File: src/rtl/irqx_pkg.sv
package irqx_pkg;
  localparam int GROUPS = 4;
  localparam int SRCS   = 8;
  localparam int GRP_W  = $clog2(GROUPS);
  localparam int SRC_W  = $clog2(SRCS);
  localparam int LINES  = GROUPS * SRCS;
  localparam int VEC_W  = GRP_W + SRC_W;

  // strobes from control to datapath
  typedef struct packed {
    logic [GROUPS-1:0] svcSel;   // one-hot: group entering service this cycle
  } ctrl_strobe_t;
endpackage

File: src/rtl/irqx_prio_enc.sv
module irqx_prio_enc #(
  parameter int W  = 8,
  localparam int IW = $clog2(W)
) (
  input  logic [W-1:0]  reqVec,
  output logic          hit,
  output logic [IW-1:0] idx
);
  // lowest index wins
  always_comb begin
    idx = '0;
    for (int i = W - 1; i >= 0; i--) begin
      if (reqVec[i]) idx = IW'(i);
    end
  end

  assign hit = |reqVec;
endmodule

File: src/rtl/irqx_datapath.sv
module irqx_datapath
  import irqx_pkg::*;
(
  input  logic               clk,
  input  logic               rstN,
  input  logic [LINES-1:0]   reqPulse,
  input  logic               enWrEn,
  input  logic [GRP_W-1:0]   enWrGroup,
  input  logic [SRCS-1:0]    enWrData,
  input  logic               clrWrEn,
  input  logic [GRP_W-1:0]   clrWrGroup,
  input  logic [SRCS-1:0]    clrWrData,
  input  ctrl_strobe_t       strobe,
  output logic [GROUPS-1:0]  anyReq,
  output logic               svcVecValid,
  output logic [VEC_W-1:0]   svcVector
);
  logic [LINES-1:0] pendQ;
  logic [LINES-1:0] enQ;
  logic [LINES-1:0] liveReq;
  logic [LINES-1:0] svcClrMask;
  logic [LINES-1:0] swClrMask;
  logic [GROUPS-1:0][SRC_W-1:0] topIdx;

  for (genvar g = 0; g < GROUPS; g++) begin : gen_grp
    localparam int Lo = g * SRCS;
    logic [SRCS-1:0] grpLive;

    assign grpLive = pendQ[Lo +: SRCS] & enQ[Lo +: SRCS];
    assign liveReq[Lo +: SRCS] = grpLive;

    irqx_prio_enc #(.W(SRCS)) u_enc (
      .reqVec (grpLive),
      .hit    (anyReq[g]),
      .idx    (topIdx[g])
    );

    always_comb begin
      svcClrMask[Lo +: SRCS] = (strobe.svcSel[g] && anyReq[g])
                             ? (SRCS'(1) << topIdx[g]) : '0;
      swClrMask[Lo +: SRCS]  = (clrWrEn && clrWrGroup == GRP_W'(g))
                             ? clrWrData : '0;
    end

    always_ff @(posedge clk) begin
      if (!rstN) begin
        enQ[Lo +: SRCS] <= '0;
      end else if (enWrEn && enWrGroup == GRP_W'(g)) begin
        enQ[Lo +: SRCS] <= enWrData;
      end
    end


    prio_low_chk: assert property (@(posedge clk) disable iff (!rstN)
      anyReq[g] |-> (grpLive[topIdx[g]] &&
        ((grpLive & ((SRCS'(1) << topIdx[g]) - SRCS'(1))) == '0)));
  end

  always_ff @(posedge clk) begin
    if (!rstN) begin
      pendQ <= '0;
    end else begin
      pendQ <= (pendQ & ~svcClrMask & ~swClrMask) | reqPulse;
    end
  end

  // vector for the group entering service
  always_comb begin
    svcVecValid = 1'b0;
    svcVector   = '0;
    for (int i = 0; i < GROUPS; i++) begin
      if (strobe.svcSel[i]) begin
        svcVecValid = anyReq[i];
        svcVector   = {GRP_W'(i), topIdx[i]};
      end
    end
  end


  pend_hold_chk: assert property (@(posedge clk) disable iff (!rstN)
    1'b1 |=> (($past(pendQ & ~svcClrMask & ~swClrMask) & ~pendQ) == '0));


  pulse_wins_chk: assert property (@(posedge clk) disable iff (!rstN)
    1'b1 |=> (($past(reqPulse) & ~pendQ) == '0));


  svc_clear_chk: assert property (@(posedge clk) disable iff (!rstN)
    (svcVecValid && $countones(reqPulse & svcClrMask) == 0)
      |=> (($past(svcClrMask) & pendQ) == '0));
endmodule

File: src/rtl/irqx_ctrl.sv
module irqx_ctrl
  import irqx_pkg::*;
(
  input  logic               clk,
  input  logic               rstN,
  input  logic               svcEntry,
  input  logic [GRP_W-1:0]   svcGroup,
  input  logic               ackWrEn,
  input  logic [GROUPS-1:0]  ackWrData,
  input  logic [GROUPS-1:0]  anyReq,
  output ctrl_strobe_t       strobe,
  output logic [GROUPS-1:0]  cpuFlagSet,
  output logic [GROUPS-1:0]  cpuFlag
);
  logic [GROUPS-1:0] blockedQ;
  logic [GROUPS-1:0] ackHit;
  logic [GROUPS-1:0] fwd;

  assign ackHit = ackWrEn ? ackWrData : '0;
  assign fwd    = ~blockedQ & anyReq;

  always_comb begin
    strobe.svcSel = '0;
    for (int i = 0; i < GROUPS; i++) begin
      if (svcEntry && svcGroup == GRP_W'(i)) strobe.svcSel[i] = 1'b1;
    end
  end

  always_ff @(posedge clk) begin
    if (!rstN) begin
      blockedQ   <= '0;
      cpuFlag    <= '0;
      cpuFlagSet <= '0;
    end else begin
      blockedQ   <= (blockedQ & ~ackHit) | fwd;
      cpuFlag    <= (cpuFlag & ~strobe.svcSel) | fwd;
      cpuFlagSet <= fwd;
    end
  end


  blocked_hold_chk: assert property (@(posedge clk) disable iff (!rstN)
    1'b1 |=> ((cpuFlagSet & $past(blockedQ & ~ackHit)) == '0));


  flag_follows_set_chk: assert property (@(posedge clk) disable iff (!rstN)
    (cpuFlagSet & ~cpuFlag) == '0);


  svc_flag_clr_chk: assert property (@(posedge clk) disable iff (!rstN)
    svcEntry |=> (!cpuFlag[$past(svcGroup)] || cpuFlagSet[$past(svcGroup)]));


  ack_open_chk: assert property (@(posedge clk) disable iff (!rstN)
    1'b1 |=> (($past(ackHit & ~fwd) & blockedQ) == '0));
endmodule

File: src/rtl/grp_irq_expander.sv
module grp_irq_expander
  import irqx_pkg::*;
(
  input  logic               clk,
  input  logic               rstN,
  input  logic [LINES-1:0]   reqPulse,
  input  logic               enWrEn,
  input  logic [GRP_W-1:0]   enWrGroup,
  input  logic [SRCS-1:0]    enWrData,
  input  logic               clrWrEn,
  input  logic [GRP_W-1:0]   clrWrGroup,
  input  logic [SRCS-1:0]    clrWrData,
  input  logic               ackWrEn,
  input  logic [GROUPS-1:0]  ackWrData,
  input  logic               svcEntry,
  input  logic [GRP_W-1:0]   svcGroup,
  output logic               svcVecValid,
  output logic [VEC_W-1:0]   svcVector,
  output logic [GROUPS-1:0]  cpuFlagSet,
  output logic [GROUPS-1:0]  cpuFlag
);
  ctrl_strobe_t      strobe;
  logic [GROUPS-1:0] anyReq;

  irqx_ctrl u_ctrl (
    .clk        (clk),
    .rstN       (rstN),
    .svcEntry   (svcEntry),
    .svcGroup   (svcGroup),
    .ackWrEn    (ackWrEn),
    .ackWrData  (ackWrData),
    .anyReq     (anyReq),
    .strobe     (strobe),
    .cpuFlagSet (cpuFlagSet),
    .cpuFlag    (cpuFlag)
  );

  irqx_datapath u_dp (
    .clk         (clk),
    .rstN        (rstN),
    .reqPulse    (reqPulse),
    .enWrEn      (enWrEn),
    .enWrGroup   (enWrGroup),
    .enWrData    (enWrData),
    .clrWrEn     (clrWrEn),
    .clrWrGroup  (clrWrGroup),
    .clrWrData   (clrWrData),
    .strobe      (strobe),
    .anyReq      (anyReq),
    .svcVecValid (svcVecValid),
    .svcVector   (svcVector)
  );
endmodule

File: config.mk
export PLATFORM = sky130hd
export DESIGN_NAME = grp_irq_expander
export DESIGN_NICKNAME = d
export VERILOG_FILES = /design/src/rtl/irqx_pkg.sv /design/src/rtl/irqx_prio_enc.sv /design/src/rtl/irqx_datapath.sv /design/src/rtl/irqx_ctrl.sv /design/src/rtl/grp_irq_expander.sv
export SDC_FILE = /design/constraint.sdc
export NUM_CORES = 1
export LEC_CHECK = 0
export BUFFER_PORTS_ARGS = -buffer_cell sky130_fd_sc_hd__buf_2
export CAP_MARGIN = 30
export CORE_UTILIZATION = 40
export DETAILED_ROUTE_END_ITERATION = 10
export PLACE_DENSITY_LB_ADDON = 0.25
export SETUP_SLACK_MARGIN = 0.3
export SYNTH_ARGS = -nofsm -noshare
export SYNTH_HDL_FRONTEND = slang
export SYNTH_SLANG_ARGS = --single-unit
File: constraint.sdc
create_clock -name clk -period 3.89 [get_ports clk]
set_input_delay 0.5835 -clock clk [delete_from_list [all_inputs] [get_ports clk]]
set_output_delay 0.5835 -clock clk [all_outputs]
set_load 0.1 [all_outputs]
# Word level (Yosys, flattened, before mapping)
# Index checks and enable logic that the tools add are counted.
# Widths: inputs -> output; s select.
# classes
muxes	53
n_eq_ne	9
n_reduce_logical	23
shift	4
bitwise_logic	17
# op_table
cell	count
$mux 3	33
$and 32x32->32	2
$mux 8	8
$not 32->32	2
$and 8x8->8	4
$or 32x32->32	1
$reduce_or 8->1	4
$shl 1x3->8 const A	4
$logic_and 1x1->1	16
$and 4x4->4	3
$eq 2x2->1 const B	6
$not 4->4	3
$mux 5	2
$mux 1	8
$mux 4	2
$or 4x4->4	2
$eq 2x1->1 const B	3
$logic_not 2->1	3
# totals
input_bits	64
output_inout_bits	14
elab_cells	114
register_bits	76

# Longest topological paths before layout
# depth
ltp_word	15
mapped_depth	6
ltp_nobuf	5

# Hierarchy
# From an unflattened synthesis, not the netlist that was laid out.
# unflattened
hier_cells	443
hier_area_um2	3932.5
# by_module_without_submodules
module	area_each_um2	seq_area_each_um2	n_inst	cells_each
irqx_datapath	3166.8	1281.2	1	354
irqx_ctrl	440.4	240.2	1	37
irqx_prio_enc	81.3	0.0	4	13

# Worst setup path after synthesis
# Ideal clock, no wire load.
# synth_path
path_type	input to output
start	in svcEntry
end	out svcVector[2]
required_time_ns	3.306
path_slack_ns	0.730
path_stages	4
path_buffers	0
t_arrival_ns	2.577
cell_sequence	nand3_1 -> a21oi_1 -> nand2_1 -> o221ai_1
# synth_via
elab_chain_cells	6
word_cells_on_any_way	12
classes_between	mux: 8; reduce/logical: 4
# synth_rtl
item	line	rtl
from (decl)	grp_irq_expander.sv:15	input logic svcEntry,
$logic_and 1x1->1	irqx_ctrl.sv:25	if (svcEntry && svcGroup == GRP_W'(i)) strobe.svcSel[i] = 1'b1;
$mux 1	irqx_ctrl.sv:25	
$mux 3	irqx_datapath.sv:72	if (strobe.svcSel[i]) begin
$mux 4	irqx_datapath.sv:72	
$mux 5	irqx_datapath.sv:72	
$mux 5 *	irqx_datapath.sv:72	
to (decl)	grp_irq_expander.sv:18	output logic [VEC_W-1:0] svcVector,
# Mark *: on every way between the ends. The rest lies on a longest branch, timed or not.

# Worst setup path in the final report
# layout_path
start	reg u_dp.pendQ[2]
end	out svcVector[0]
# layout_via
elab_chain_cells	8
# layout_rtl
item	line	rtl
from (decl)	irqx_datapath.sv:18	logic [LINES-1:0] pendQ;
from (signal assigned)	irqx_datapath.sv:63	pendQ <= (pendQ & ~svcClrMask & ~swClrMask) | reqPulse;
$and 8x8->8	irqx_datapath.sv:29	assign grpLive = pendQ[Lo +: SRCS] & enQ[Lo +: SRCS];
$mux 3 (3 in a row)	irqx_prio_enc.sv:13	if (reqVec[i]) idx = IW'(i);
$mux 3	irqx_datapath.sv:72	
$mux 4	irqx_datapath.sv:72	
$mux 5 (2 in a row)	irqx_datapath.sv:72	
# Every way passes these cells.

==> impl_metrics.csv <==
group,metric,value,unit
timing,finalHoldViolations,0,
die,initial_core_util,0.419,
logic_synthesis,ys_types,49,
placed_design,gp_congestion,0.888,
routing,via_count,3339,
placed_design,place_hpwl,7630,um
pwr,p_per_area,394,nW/um^2
die,core-area,8850,sq um
pwr,pwr-share-comb,0.170,
timing,setup_viol,0,
pwr,peakVddDrop,159,uV
placed_design,portBuffers,77,
logic_synthesis,ys_warn_count,0,
logic_synthesis,yosysSeqAreaShare,0.410,
pwr,p_leak,1.90,nW
routing,drt-total-wl,10300,um
critical_path,worstSetupStartpointType,"register",
timing,tightest_slew,1010,ps
clock_tree,cts_made_buffers,9,
pwr,p_sw,0.505,mW
timing,min_period,2820,ps
finish,antennaDiodeCount,0,
clock_tree,cts-root-buf,"clkbuf_8",
die,die_x,98.3,um
routing,drt_iter0_drc,148,
finish,nets,548,
worst_hold_path,hold_class,"input pin to register",
critical_path,cpMostUsedCell,"a22o_1",
global_routing,antenna_found_initial,0,
finish,syn_to_final_growth,17.5,%
timing,max_slew_margin,0.324,
run_status,violations,"design-rule violations",
critical_path,critPathKind,"register to output pin",
die,ioPinCount,78,
clock_tree,cts_tree,"done",
finish,nFillCells,866,
pwr,switching_share,0.294,
critical_path,crit_required,3310,ps
global_routing,grt_first_pass_wirelength,16500,um
timing,fmax,0.354,GHz
finish,postLayoutCellArea,4360,sq um
routing,drtPass1Iterations,8,
critical_path,endpoint_kind,"output pin",
timing,slew_viol_final,0,
logic_synthesis,syn_area,3710,sq um
die,die_area,9660,sq um
run_status,status,"finished, violations left",
routing,vias_per_cell,5.59,
routing,drc,7,
logic_synthesis,syn_nets,473,
critical_path,crit_chain,"a22o_1 > a21o_1 > o221ai_2 > a22o_1 > a221o_1 > buf_2",
pwr,sequentialPowerShare,0.501,
timing,post-route-period-util,0.725,
logic_synthesis,ys_ff_latch,76,
flow_run,maxCapViolations,0,
clock_tree,ctsResizeCount,0,
pwr,total_power,1.72,mW
placed_design,place_area,4180,sq um
finish,final_common_cell,"buf_2",
clock_tree,clock_latency,350,ps
clock_tree,cts_sinks,76,
routing,postRouteAntennaNets,0,
routing,routedWlPerCell,17.2,um
pwr,p_int,1.21,mW
clock_tree,clk_path_buf_depth,2,
timing,finalSetupTns,0,ps
clock_tree,htree_levels,3,
logic_synthesis,synth_edf_count,0,
finish,drive_above_1_share,0.217,
logic_synthesis,async_flop_share,0,
pwr,p_clk_frac,0.329,
clock_tree,cts_hold_buf,0,
critical_path,worst_path_max_delay_cell,"buf_2",
clock_tree,postCtsSetupBuffers,0,
logic_synthesis,syn_inst,409,
logic_synthesis,avgSynthCellArea,9.07,sq um
die,die_y,98.3,um
timing,finalClockSkew,8.15,ps
die,std_cell_rows,34,
timing,rsz0062_at_grt,"no",
clock_tree,clk_pin_slew,70,ps
critical_path,path_max_fanout,7,
global_routing,grt-ovfl-total,0,
critical_path,cpPeakStageDelay,430,ps
finish,final_cell_mix,"77 x buf_2, 76 x dfxtp_1, 59 x nand2_1",
critical_path,cp_data_arrival_time,2240,ps
logic_synthesis,synth_flop_cell,"dfxtp_1",
global_routing,track_usage,0.224,
global_routing,grt_pass1_vias,3202,
global_routing,grt_max_degree,67,
-- state kept, by name, summed over array words and instances (netlist names) --
name / count
u_ctrl.blockedQ: 4
u_ctrl.cpuFlag: 4
u_dp.pendQ: 32
u_dp.enQ: 32
u_ctrl.cpuFlagSet: 4
-- logic make-up after synthesis --
kind of cell           synth area share
buffers and inverters            0.0233
multiplexers                     0.0864
flip-flops                        0.410
AO/OA/AOI/OAI                     0.247
AND/OR/NAND/NOR                   0.233
-- synthesized netlist by cell type (3+ instances only) --
cell type	instances	share of area
and3_1	4	0.0067
mux2i_1	32	0.086
a21oi_1	25	0.034
o21a_1	22	0.045
dfxtp_1	76	0.41
nor2b_1	42	0.071
clkbuf_1	11	0.011
o211ai_1	4	0.0081
nor3_1	4	0.0054
o21ai_0	11	0.015
and3b_1	5	0.012
a32oi_1	3	0.0071
and2_1	8	0.013
buf_2	3	0.0040
a21boi_0	10	0.020
a22o_1	3	0.0071
nand3_1	10	0.013
nand2_1	59	0.060
a22oi_1	16	0.032
nor2_1	13	0.013
inv_1	3	0.0030
o311a_1	8	0.022
nor3b_1	3	0.0061
a31oi_1	5	0.0084
-- metrics by stage --
step           instances  setup WS (ps)  hold slack, ps   util
5_1_grt              597            971             443  0.493
4_1_cts              597           1070             435  0.493
2_1_floorplan        409            730             479      -
6_report             597           1070             440  0.493
3_3_place_gp         581           1210             439  0.472
3_5_place_dp         581           1170             441  0.472
-- power groups by stage --
| stage | Clock [mW] | Sequential [mW] | Combinational (mW) |
|---|---|---|---|
| floorplan | 0 | 0.917 | 0.153 |
| global placement | 0 | 0.875 | 0.288 |
| detailed placement | 0 | 0.877 | 0.292 |
| CTS | 0.571 | 0.859 | 0.292 |
| global route | 0.607 | 0.866 | 0.315 |
| finish | 0.565 | 0.860 | 0.292 |
-- critical path, delay by kind of cell (launching register included) --
family	cells	cell delay, ps
buf+inv	1	430
flops	1	340
compound gates	5	1120
-- area by class of cell --
| cell class | instances | area, sq um | area share |
|---|---|---|---|
| multi-input cells | 314 | 2100 | 0.482 |
| clock inverters | 1 | 5.00 | 0.00115 |
| clock buffers | 15 | 176 | 0.0405 |
| inverters | 3 | 11.3 | 0.00258 |
| flip-flops and latches | 76 | 1520 | 0.349 |
| repair buffers | 80 | 408 | 0.0936 |
| well taps | 108 | 135 | 0.0310 |
-- final timing paths --
| path | start | end | slack, ps | cells past startpoint |
|---|---|---|---|---|
| max | u_dp.pendQ[2] | svcVector[0] | 1070 | 6 |
| min | reqPulse[27] | u_dp.pendQ[27] | 440 | 2 |
| max reg2reg | u_dp.enQ[16] | u_dp.pendQ[20] | 2260 | 5 |
| min reg2reg | u_ctrl.cpuFlag[2] | u_ctrl.cpuFlag[2] | 450 | 2 |
-- routing by layer --
layer  vias up  global-route usage  wire length, um
met1      1563               0.308             4700
li1       1628                   -                -
met2       128               0.356             4690
met3        20              0.0243              620
met4         0              0.0976              268
met5         -                   0                0
(Power assumes the default switching activity.)
